===== src/rtl/fa_cache_pkg.sv =====
package fa_cache_pkg;
  typedef enum logic {ST_IDLE = 1'b0, ST_FETCH = 1'b1} fetch_state_e;
endpackage


===== src/rtl/fa_tag_match.sv =====
module fa_tag_match #(
  parameter int LINES = 4,
  parameter int TAG_W = 22,
  localparam int IDX_W = (LINES > 1) ? $clog2(LINES) : 1
) (
  input  logic                          clk_i,
  input  logic                          rst_ni,
  input  logic [TAG_W-1:0]              tag_i,
  input  logic [LINES-1:0]              valid_i,
  input  logic [LINES-1:0][TAG_W-1:0]   tags_i,
  output logic                          hit_o,
  output logic [IDX_W-1:0]              hit_idx_o
);
  logic [LINES-1:0] match;

  for (genvar g = 0; g < LINES; g++) begin : g_cmp
    assign match[g] = valid_i[g] && (tags_i[g] == tag_i);
  end

  // lowest-numbered line wins
  always_comb begin
    hit_idx_o = '0;
    for (int i = LINES - 1; i >= 0; i--) begin
      if (match[i]) hit_idx_o = IDX_W'(i);
    end
  end

  assign hit_o = |match;

  p_single_match_r8: assert property (@(posedge clk_i) disable iff (!rst_ni)
    $countones(match) <= 1);
endmodule


===== src/rtl/fa_victim_sel.sv =====
module fa_victim_sel #(
  parameter int LINES = 4,
  localparam int IDX_W = (LINES > 1) ? $clog2(LINES) : 1
) (
  input  logic             clk_i,
  input  logic             rst_ni,
  input  logic [LINES-1:0] valid_i,
  input  logic             fill_i,
  output logic [IDX_W-1:0] victim_o
);
  logic [IDX_W-1:0] ptr_q;
  logic [IDX_W-1:0] free_idx;
  logic             any_free;

  always_comb begin
    free_idx = '0;
    any_free = 1'b0;
    for (int i = LINES - 1; i >= 0; i--) begin
      if (!valid_i[i]) begin
        free_idx = IDX_W'(i);
        any_free = 1'b1;
      end
    end
  end

  assign victim_o = any_free ? free_idx : ptr_q;

  always_ff @(posedge clk_i or negedge rst_ni) begin
    if (!rst_ni) ptr_q <= '0;
    else if (fill_i) ptr_q <= (ptr_q == IDX_W'(LINES - 1)) ? '0 : ptr_q + 1'b1;
  end

  p_ptr_holds_r7: assert property (@(posedge clk_i) disable iff (!rst_ni)
    !fill_i |=> $stable(ptr_q));
  p_empty_first_r5: assert property (@(posedge clk_i) disable iff (!rst_ni)
    (valid_i != '1) |-> !valid_i[victim_o]);
endmodule


===== src/rtl/fa_line_store.sv =====
module fa_line_store #(
  parameter int LINES  = 4,
  parameter int TAG_W  = 22,
  parameter int DATA_W = 32,
  localparam int IDX_W = (LINES > 1) ? $clog2(LINES) : 1
) (
  input  logic                          clk_i,
  input  logic                          rst_ni,
  input  logic                          wr_i,
  input  logic [IDX_W-1:0]              wr_idx_i,
  input  logic [TAG_W-1:0]              wr_tag_i,
  input  logic [DATA_W-1:0]             wr_data_i,
  input  logic [IDX_W-1:0]              rd_idx_i,
  output logic [DATA_W-1:0]             rd_data_o,
  output logic [LINES-1:0]              valid_o,
  output logic [LINES-1:0][TAG_W-1:0]   tags_o
);
  logic [LINES-1:0][DATA_W-1:0] data_q;

  always_ff @(posedge clk_i or negedge rst_ni) begin
    if (!rst_ni) valid_o <= '0;
    else if (wr_i) valid_o[wr_idx_i] <= 1'b1;
  end

  always_ff @(posedge clk_i) begin
    if (wr_i) begin
      tags_o[wr_idx_i] <= wr_tag_i;
      data_q[wr_idx_i] <= wr_data_i;
    end
  end

  assign rd_data_o = data_q[rd_idx_i];

  p_fill_lands_r4: assert property (@(posedge clk_i) disable iff (!rst_ni)
    wr_i |=> valid_o[$past(wr_idx_i)] && (tags_o[$past(wr_idx_i)] == $past(wr_tag_i)));
endmodule


===== src/rtl/fa_fifo_cache.sv =====
module fa_fifo_cache
  import fa_cache_pkg::*;
#(
  parameter int LINES  = 4,
  parameter int ADDR_W = 24,
  localparam int OFF_W  = 2,
  localparam int TAG_W  = ADDR_W - OFF_W,
  localparam int BLK_W  = 8 << OFF_W,
  localparam int IDX_W  = (LINES > 1) ? $clog2(LINES) : 1
) (
  input  logic              clk_i,
  input  logic              rst_ni,
  input  logic              cpu_req_i,
  input  logic [ADDR_W-1:0] cpu_addr_i,
  output logic              cpu_ready_o,
  output logic [7:0]        cpu_data_o,
  output logic              mem_req_o,
  output logic [TAG_W-1:0]  mem_addr_o,
  input  logic              mem_ack_i,
  input  logic [BLK_W-1:0]  mem_data_i
);
  fetch_state_e                state_q;
  logic [TAG_W-1:0]            tag;
  logic [OFF_W-1:0]            off;
  logic                        hit;
  logic [IDX_W-1:0]            hit_idx;
  logic [IDX_W-1:0]            victim;
  logic                        fill;
  logic [BLK_W-1:0]            line_data;
  logic [BLK_W-1:0]            sel_blk;
  logic [LINES-1:0]            valid;
  logic [LINES-1:0][TAG_W-1:0] tags;

  assign tag = cpu_addr_i[ADDR_W-1:OFF_W];
  assign off = cpu_addr_i[OFF_W-1:0];

  fa_tag_match #(.LINES(LINES), .TAG_W(TAG_W)) u_match (
    .clk_i, .rst_ni, .tag_i(tag), .valid_i(valid), .tags_i(tags),
    .hit_o(hit), .hit_idx_o(hit_idx)
  );

  fa_victim_sel #(.LINES(LINES)) u_victim (
    .clk_i, .rst_ni, .valid_i(valid), .fill_i(fill), .victim_o(victim)
  );

  fa_line_store #(.LINES(LINES), .TAG_W(TAG_W), .DATA_W(BLK_W)) u_store (
    .clk_i, .rst_ni, .wr_i(fill), .wr_idx_i(victim), .wr_tag_i(tag),
    .wr_data_i(mem_data_i), .rd_idx_i(hit_idx), .rd_data_o(line_data),
    .valid_o(valid), .tags_o(tags)
  );

  assign fill        = (state_q == ST_FETCH) && mem_ack_i;
  assign cpu_ready_o = cpu_req_i && (((state_q == ST_IDLE) && hit) || fill);
  assign sel_blk     = fill ? mem_data_i : line_data;
  assign cpu_data_o  = sel_blk[8*off +: 8];
  assign mem_req_o   = (state_q == ST_FETCH);
  assign mem_addr_o  = tag;

  always_ff @(posedge clk_i or negedge rst_ni) begin
    if (!rst_ni) state_q <= ST_IDLE;
    else begin
      case (state_q)
        ST_IDLE:  if (cpu_req_i && !hit) state_q <= ST_FETCH;
        ST_FETCH: if (mem_ack_i) state_q <= ST_IDLE;
        default:  state_q <= ST_IDLE;
      endcase
    end
  end

  p_req_hold_r3: assert property (@(posedge clk_i) disable iff (!rst_ni)
    mem_req_o && !mem_ack_i |=> mem_req_o && $stable(mem_addr_o));
  p_req_drop_r4: assert property (@(posedge clk_i) disable iff (!rst_ni)
    mem_req_o && mem_ack_i |=> !mem_req_o);
  p_quiet_idle_r9: assert property (@(posedge clk_i) disable iff (!rst_ni)
    !cpu_req_i |-> !cpu_ready_o);
  p_miss_fetch_r3: assert property (@(posedge clk_i) disable iff (!rst_ni)
    !mem_req_o && cpu_req_i && !cpu_ready_o |=> mem_req_o);
endmodule


===== config.mk =====
export PLATFORM = sky130hd
export DESIGN_NAME = fa_fifo_cache
export DESIGN_NICKNAME = d
export VERILOG_FILES = /design/src/rtl/fa_cache_pkg.sv /design/src/rtl/fa_tag_match.sv /design/src/rtl/fa_victim_sel.sv /design/src/rtl/fa_line_store.sv /design/src/rtl/fa_fifo_cache.sv
export SDC_FILE = /design/constraint.sdc
export NUM_CORES = 1
export LEC_CHECK = 0
export BUFFER_PORTS_ARGS = -buffer_cell sky130_fd_sc_hd__buf_2
export CAP_MARGIN = 20
export CORE_MARGIN = 10
export CORE_UTILIZATION = 53
export DETAILED_ROUTE_END_ITERATION = 10
export PLACE_DENSITY_LB_ADDON = 0.2
export SYNTH_ARGS = -nofsm -noshare
export SYNTH_HDL_FRONTEND = slang
export SYNTH_SLANG_ARGS = --single-unit

===== constraint.sdc =====
create_clock -name clk_i -period 3.8 [get_ports clk_i]
set_input_delay 0.19 -clock clk_i [delete_from_list [all_inputs] [get_ports clk_i]]
set_output_delay 0.19 -clock clk_i [all_outputs]
set_load 0.03 [all_outputs]

# Word-level counts from Yosys, hierarchy flattened
# Cells that the tools add are included.
[totals]
word_cells = 63
latch_bits = 0
mem_bits_ro = 0
memories = 0
output_inout_bits = 32
ramBits = 0
reg_bits = 223
inputBits = 60
[op_classes]
reduce_logical = 12
n_shift = 1
n_addsub = 1
div = 0
n_mul = 0
bitwise = 2
muxes = 28
order_cmp = 3
eq_ne = 5
[ops]
columns = ["operator", "n"]
rows = [
  ["128-bit bitwise mux", 1],
  ["32-bit two-way mux", 3],
  ["88-bit bitwise mux", 1],
  ["22-bit == test", 4],
  ["32-bit binary-select mux with 2-bit select", 1],
  ["32-bit demux with 2-bit select", 1],
  ["22-bit demux with 2-bit select", 1],
  ["32-bit by 6-bit indexed part select with 8-bit output", 1],
  ["22-bit two-way mux", 1],
  ["2-bit two-way mux", 10],
  ["1-bit logical AND", 9],
  ["1-bit two-way mux", 7],
  ["2-bit by 3-bit < comparator with 1-bit output (second input constant)", 2],
  ["4-bit bitwise OR", 1],
  ["4-bit OR reduction", 1],
  ["2-bit by 1-bit adder with 2-bit output (second input constant)", 1],
  ["1-bit demux with 2-bit select", 1],
  ["2-bit == test (second input constant)", 1],
  ["2-bit by 1-bit >= comparator with 1-bit output (second input constant)", 1],
  ["1-bit one-hot mux with 2 select lines", 1],
  ["1-bit logical NOT", 1],
  ["1-bit logical OR", 1],
  ["1-bit NOT", 1],
]

# Logic depth before layout (Yosys ltp)
[depth]
word_depth = 10
ltp_mapped = 12
depth_no_buf = 9

# Modules after synthesis
# Synthesis repeated with hierarchy kept, for this count alone.
[hier_totals]
hier_cells = 467
hier_area_um2 = 9357.7
[modules_own_cells]
columns = ["module", "cells_per_inst", "area_per_inst_um2", "n_inst", "seq_area_each_um2"]
rows = [
  ["fa_line_store", 268, 7457.2, 1, 6586.3],
  ["fa_tag_match", 127, 1014.7, 1, 0.0],
  ["fa_fifo_cache", 59, 763.2, 1, 25.0],
  ["fa_victim_sel", 13, 122.6, 1, 50.0],
]

# Least setup slack after synthesis
# Ideal clock, no wire load.
[synth_timing]
path_type = "register -> register"
startpoint = "register state_q (netlist: mem_req_o)"
endpoint = "register u_store.data_q[64] in the netlist's numbering, enable pin"
setup_time_ps = 485
path_slack_ps = -398
path_stages_with_launch = 4
t_arrival_ps = 3714
path_buffers = 0
cell_sequence = "dfrtp_1 -> nand2_1 -> or2_2 -> a21oi_1"
[synth_via]
elab_chain_len = 1
[synth_rtl]
columns = ["item", "line_no", "text"]
rows = [
  ["from (decl)", "fa_fifo_cache.sv:22", "fetch_state_e state_q;"],
  ["from (signal assigned)", "fa_fifo_cache.sv:60", "if (!rst_ni) state_q <= ST_IDLE;"],
  ["from (signal assigned)", "fa_fifo_cache.sv:63", "ST_IDLE: if (cpu_req_i && !hit) state_q <= ST_FETCH;"],
  ["from (signal assigned)", "fa_fifo_cache.sv:64", "ST_FETCH: if (mem_ack_i) state_q <= ST_IDLE;"],
  ["1-bit logical AND", "fa_fifo_cache.sv:52", "assign fill = (state_q == ST_FETCH) && mem_ack_i;"],
  ["to (signal, indexed assignment)", "fa_line_store.sv:28", "data_q[wr_idx_i] <= wr_data_i;"],
  ["to (decl)", "fa_line_store.sv:18", "logic [LINES-1:0][DATA_W-1:0] data_q;"],
]
# No other way between the ends.
# A chain may end at the register's enable or synchronous reset.

# Final worst setup path
[layout_timing]
startpoint = "register u_store.tags_o[64] in the netlist's numbering"
endpoint = "output port cpu_data_o[3]"
[layout_via]
elab_chain_len = 9
[layout_rtl]
columns = ["item", "line_no", "text"]
rows = [
  ["from (decl)", "fa_line_store.sv:16", "output logic [LINES-1:0][TAG_W-1:0] tags_o"],
  ["from (signal, indexed assignment)", "fa_line_store.sv:27", "tags_o[wr_idx_i] <= wr_tag_i;"],
  ["22-bit == test", "fa_tag_match.sv:17", "assign match[g] = valid_i[g] && (tags_i[g] == tag_i);"],
  ["1-bit logical AND", "fa_tag_match.sv:17", ""],
  ["2-bit two-way mux (3 in a row)", "fa_tag_match.sv:24", "if (match[i]) hit_idx_o = IDX_W'(i);"],
  ["32-bit binary-select mux with 2-bit select", "fa_line_store.sv:32", "assign rd_data_o = data_q[rd_idx_i];"],
  ["32-bit two-way mux (implied by the code)", "fa_line_store.sv:32", ""],
  ["32-bit two-way mux", "fa_fifo_cache.sv:54", "assign sel_blk = fill ? mem_data_i : line_data;"],
  ["32-bit by 6-bit indexed part select with 8-bit output", "fa_fifo_cache.sv:55", "assign cpu_data_o = sel_blk[8*off +: 8];"],
  ["to (decl)", "fa_fifo_cache.sv:16", "output logic [7:0] cpu_data_o,"],
]
# No other way between the ends. The select of a mux whose other input is x is not followed.

==> run_results.csv <==
group,metric,value,unit
worst_setup_path,crit_arrival,3.68,ns
layout,postLayoutCellArea,0.01197,mm^2
layout,diodes,0,
global_routing,track_usage,0.1906,
worst_setup_path,cp-start-kind,"flip-flop",
floorplan,die_area,0.02394,mm^2
detailed_routing,drc,0,
detailed_routing,drtAntennaViolNets,0,
floorplan,start_util,0.5375,
floorplan,boundaryPins,92,
layout,nets,819,
layout,syn_to_final_growth,24.40,%
placement,post_dp_cell_area,0.01038,mm^2
clock_tree,cts_num_sinks,223,
worst_setup_path,critical_path_class,"reg -> out",
placement,dp_cells,911,
global_routing,grt_antenna_before_repair,0,
sta,fmax,0.2582,GHz
yosys,synthCells,610,
layout,layout_common_cells,"216 x edfxtp_1, 83 x buf_2, 45 x xor2_1",
sta,slew_viol_final,0,
yosys,yosysWarnings,0,
placement,place_hpwl,14260,um
floorplan,rows,49,
detailed_routing,vias_per_cell,5.799,
pwr,p_leak,4.146,nW
yosys,async_reset_ff_frac,0.03139,
yosys,synth_cell_types,45,
layout,drive_gt1_frac,0.3148,
placement,gp_congestion,0.7922,
floorplan,die_h,154.7,um
global_routing,grt_first_pass_wirelength,36180,um
sta,layout_setup_ws,-0.07335,ns
status,run_status,"complete, but fails checks",
pwr,vdd_ir_drop_max,0.3791,mV
pwr,finalPower,0.006259,W
detailed_routing,drt-total-wl,23410,um
sta,hold_viol,0,
yosys,syn_area,0.009622,mm^2
job,max_cap_violations,0,
layout,final_cell_count_no_fill,1004,
detailed_routing,drtIter0Drc,577,
sta,worst_pin_slew,0.9594,ns
yosys,synth_fp_nets,671,
layout,utilization,0.6686,
min_path,hold_class,"in -> reg",
clock_tree,cts_tree,"built",
yosys,ys_seq_area_frac,0.6923,
yosys,synth_top_area_frac,0.6741,
yosys,syn_avg_cell_area,15.77,um^2
detailed_routing,first_pass_iters,5,
yosys,synth-edff-count,216,
sta,period_share,1.019,
worst_setup_path,cp.required,3.61,ns
pwr,powerDensity,522.9,mW/mm^2
sta,finClkSkew,0.01327,ns
layout,final_common_cell,"edfxtp_1",
detailed_routing,detailroute.via_count,5822,
floorplan,die_w,154.7,um
clock_tree,clkTransAtPathRegs,0.06,ns
global_routing,overflow,0,
global_routing,grt_max_degree,56,
clock_tree,root_buffer,"clkbuf_16",
placement,portBuffers,91,
worst_setup_path,worstPathMaxFanout,5,
sta,rsz0062_at_grt,"true",
clock_tree,numCtsBuffers,24,
clock_tree,htreeDepth,1,
yosys,yosys-top-cells-area,"edfxtp_1 67%, xor2_1 4.1%, xnor2_1 3.8%",
sta,fin_crit,3.873,ns
clock_tree,clock_path_buffers,3,
floorplan,core-area,0.01790,mm^2
sta,timing.max_slew.rel_slack,0.3581,
yosys,synth-seq-cells,223,
global_routing,grt_pass1_vias,6199,
worst_setup_path,endpoint_kind,"output pin",
sta,setup_tns,-0.1975,ns
yosys,synth_top_area_cell,"edfxtp_1",
status,violations,"negative setup slack",
clock_tree,clkLatencyLatePin,0.50,ns
sta,finalSetupViolCount,5,
detailed_routing,wl_per_cell,23.31,um
yosys,yosys_most_used_dff,"edfxtp_1",
-- cell usage after synthesis, types with 9 or more instances --
cell type and n:
xor2_1 45, xnor2_1 42, nand4_1 14, mux2i_1 24, mux2_2 16, a211oi_2 9
nor2_1 30, clkbuf_1 11, a21o_1 10, edfxtp_1 216, o21ai_0 10, nand2_1 21
a21oi_1 27, buf_4 24, nor4_1 9
-- cell families after synthesis --
logic type,after synthesis,share of synthesized area
AO/OA/AOI/OAI,108,0.09116
XOR/XNOR,88,0.08088
adder cells (fa/ha/maj),1,0.001300
buffers and inverters,45,0.03030
flip-flops,223,0.6923
multiplexers,40,0.04369
AND/OR/NAND/NOR,105,0.06034
-- critical path, stage by stage (launching register included) --
cell and delay, ns:
edfxtp_1 0.38, xor2_1 0.18, nor4_4 0.39, nand4_1 0.20, or3_4 0.40, a211oi_4 0.24, buf_6 0.16, buf_12 0.13
mux2i_2 0.24, nor2_2 0.08, a2111oi_4 0.36, buf_4 0.18, a211oi_2 0.03, buf_4 0.19
-- final timing paths --
path | startpoint | end | cells after the start | slack [ns]
min in group asynchronous | rst_ni | mem_req_o$_DFF_PN0_ | 2 | 0.08
setup reg to reg | u_store.tags_o[64]$_DFFE_PP_ | mem_req_o$_DFF_PN0_ | 10 | 0.76
hold reg to reg | u_victim.ptr_q[1]$_DFFE_PN0P_ | u_victim.ptr_q[1]$_DFFE_PN0P_ | 2 | 0.54
max in group asynchronous | rst_ni | u_store.valid_o[0]$_DFFE_PN0P_ | 2 | 3.52
hold / removal | cpu_addr_i[15] | u_store.tags_o[57]$_DFFE_PP_ | 1 | 0.02
setup / recovery | u_store.tags_o[64]$_DFFE_PP_ | cpu_data_o[3] | 13 | -0.07
-- metal layers --
| layer | track usage | part of all wire | vias to the layer above |
|---|---|---|---|
| met1 | 0.2541 | 0.43 | 2916 |
| met4 | 0.05848 | 0.023 | 0 |
| met3 | 0.03799 | 0.064 | 41 |
| met2 | 0.3083 | 0.48 | 224 |
| met5 | 0 | 0 | - |
| li1 | - | - | 2641 |
-- power by group --
group	internal [W]	leakage [nW]	switching (W)	total, W
combinational	0.000336	1.76	0.000610	0.000946
sequential	0.00306	2.03	0.000111	0.00317
clock	0.00123	0.357	0.000913	0.00214
-- registers in the layout (all words and copies together), names as in the netlist --
name             cells
mem_req_o            1
u_store.data_q     128
u_store.tags_o      88
u_store.valid_o      4
u_victim.ptr_q       2
-- what timing repair did --
action / in CTS / in global routing
gates resized for setup: 42 / 12
hold buffers: 35 / 0
gates cloned: 5 / 0
setup endpoints to repair: 8 / 8
hold endpoints to repair: 136 / 0
pin swaps: 12 / 8
setup buffers: 7 / 3
-- area by class of cell --
cell class	instances	area (um^2)
inverters	1	3.754
clock buffers	34	669.4
flip-flops and latches	223	6661
fillers	1238	5933
repair buffers	165	1320
multi-input cells	343	2979
clock inverters	9	48.80
well taps	229	286.5
-- through the flow --
| stage | worst slack (ns) | hold WS (ns) |
|---|---|---|
| after CTS | -0.05991 | 0.02092 |
| after detailed placement | -0.1672 | 0.05124 |
| final | -0.07335 | 0.02112 |
| after floorplan | 0.009510 | -0.1056 |
| after global placement | -0.1293 | 0.04517 |
| after global routing | -0.1914 | 0.03049 |
No activity file was read; power rests on OpenSTA's default activity.
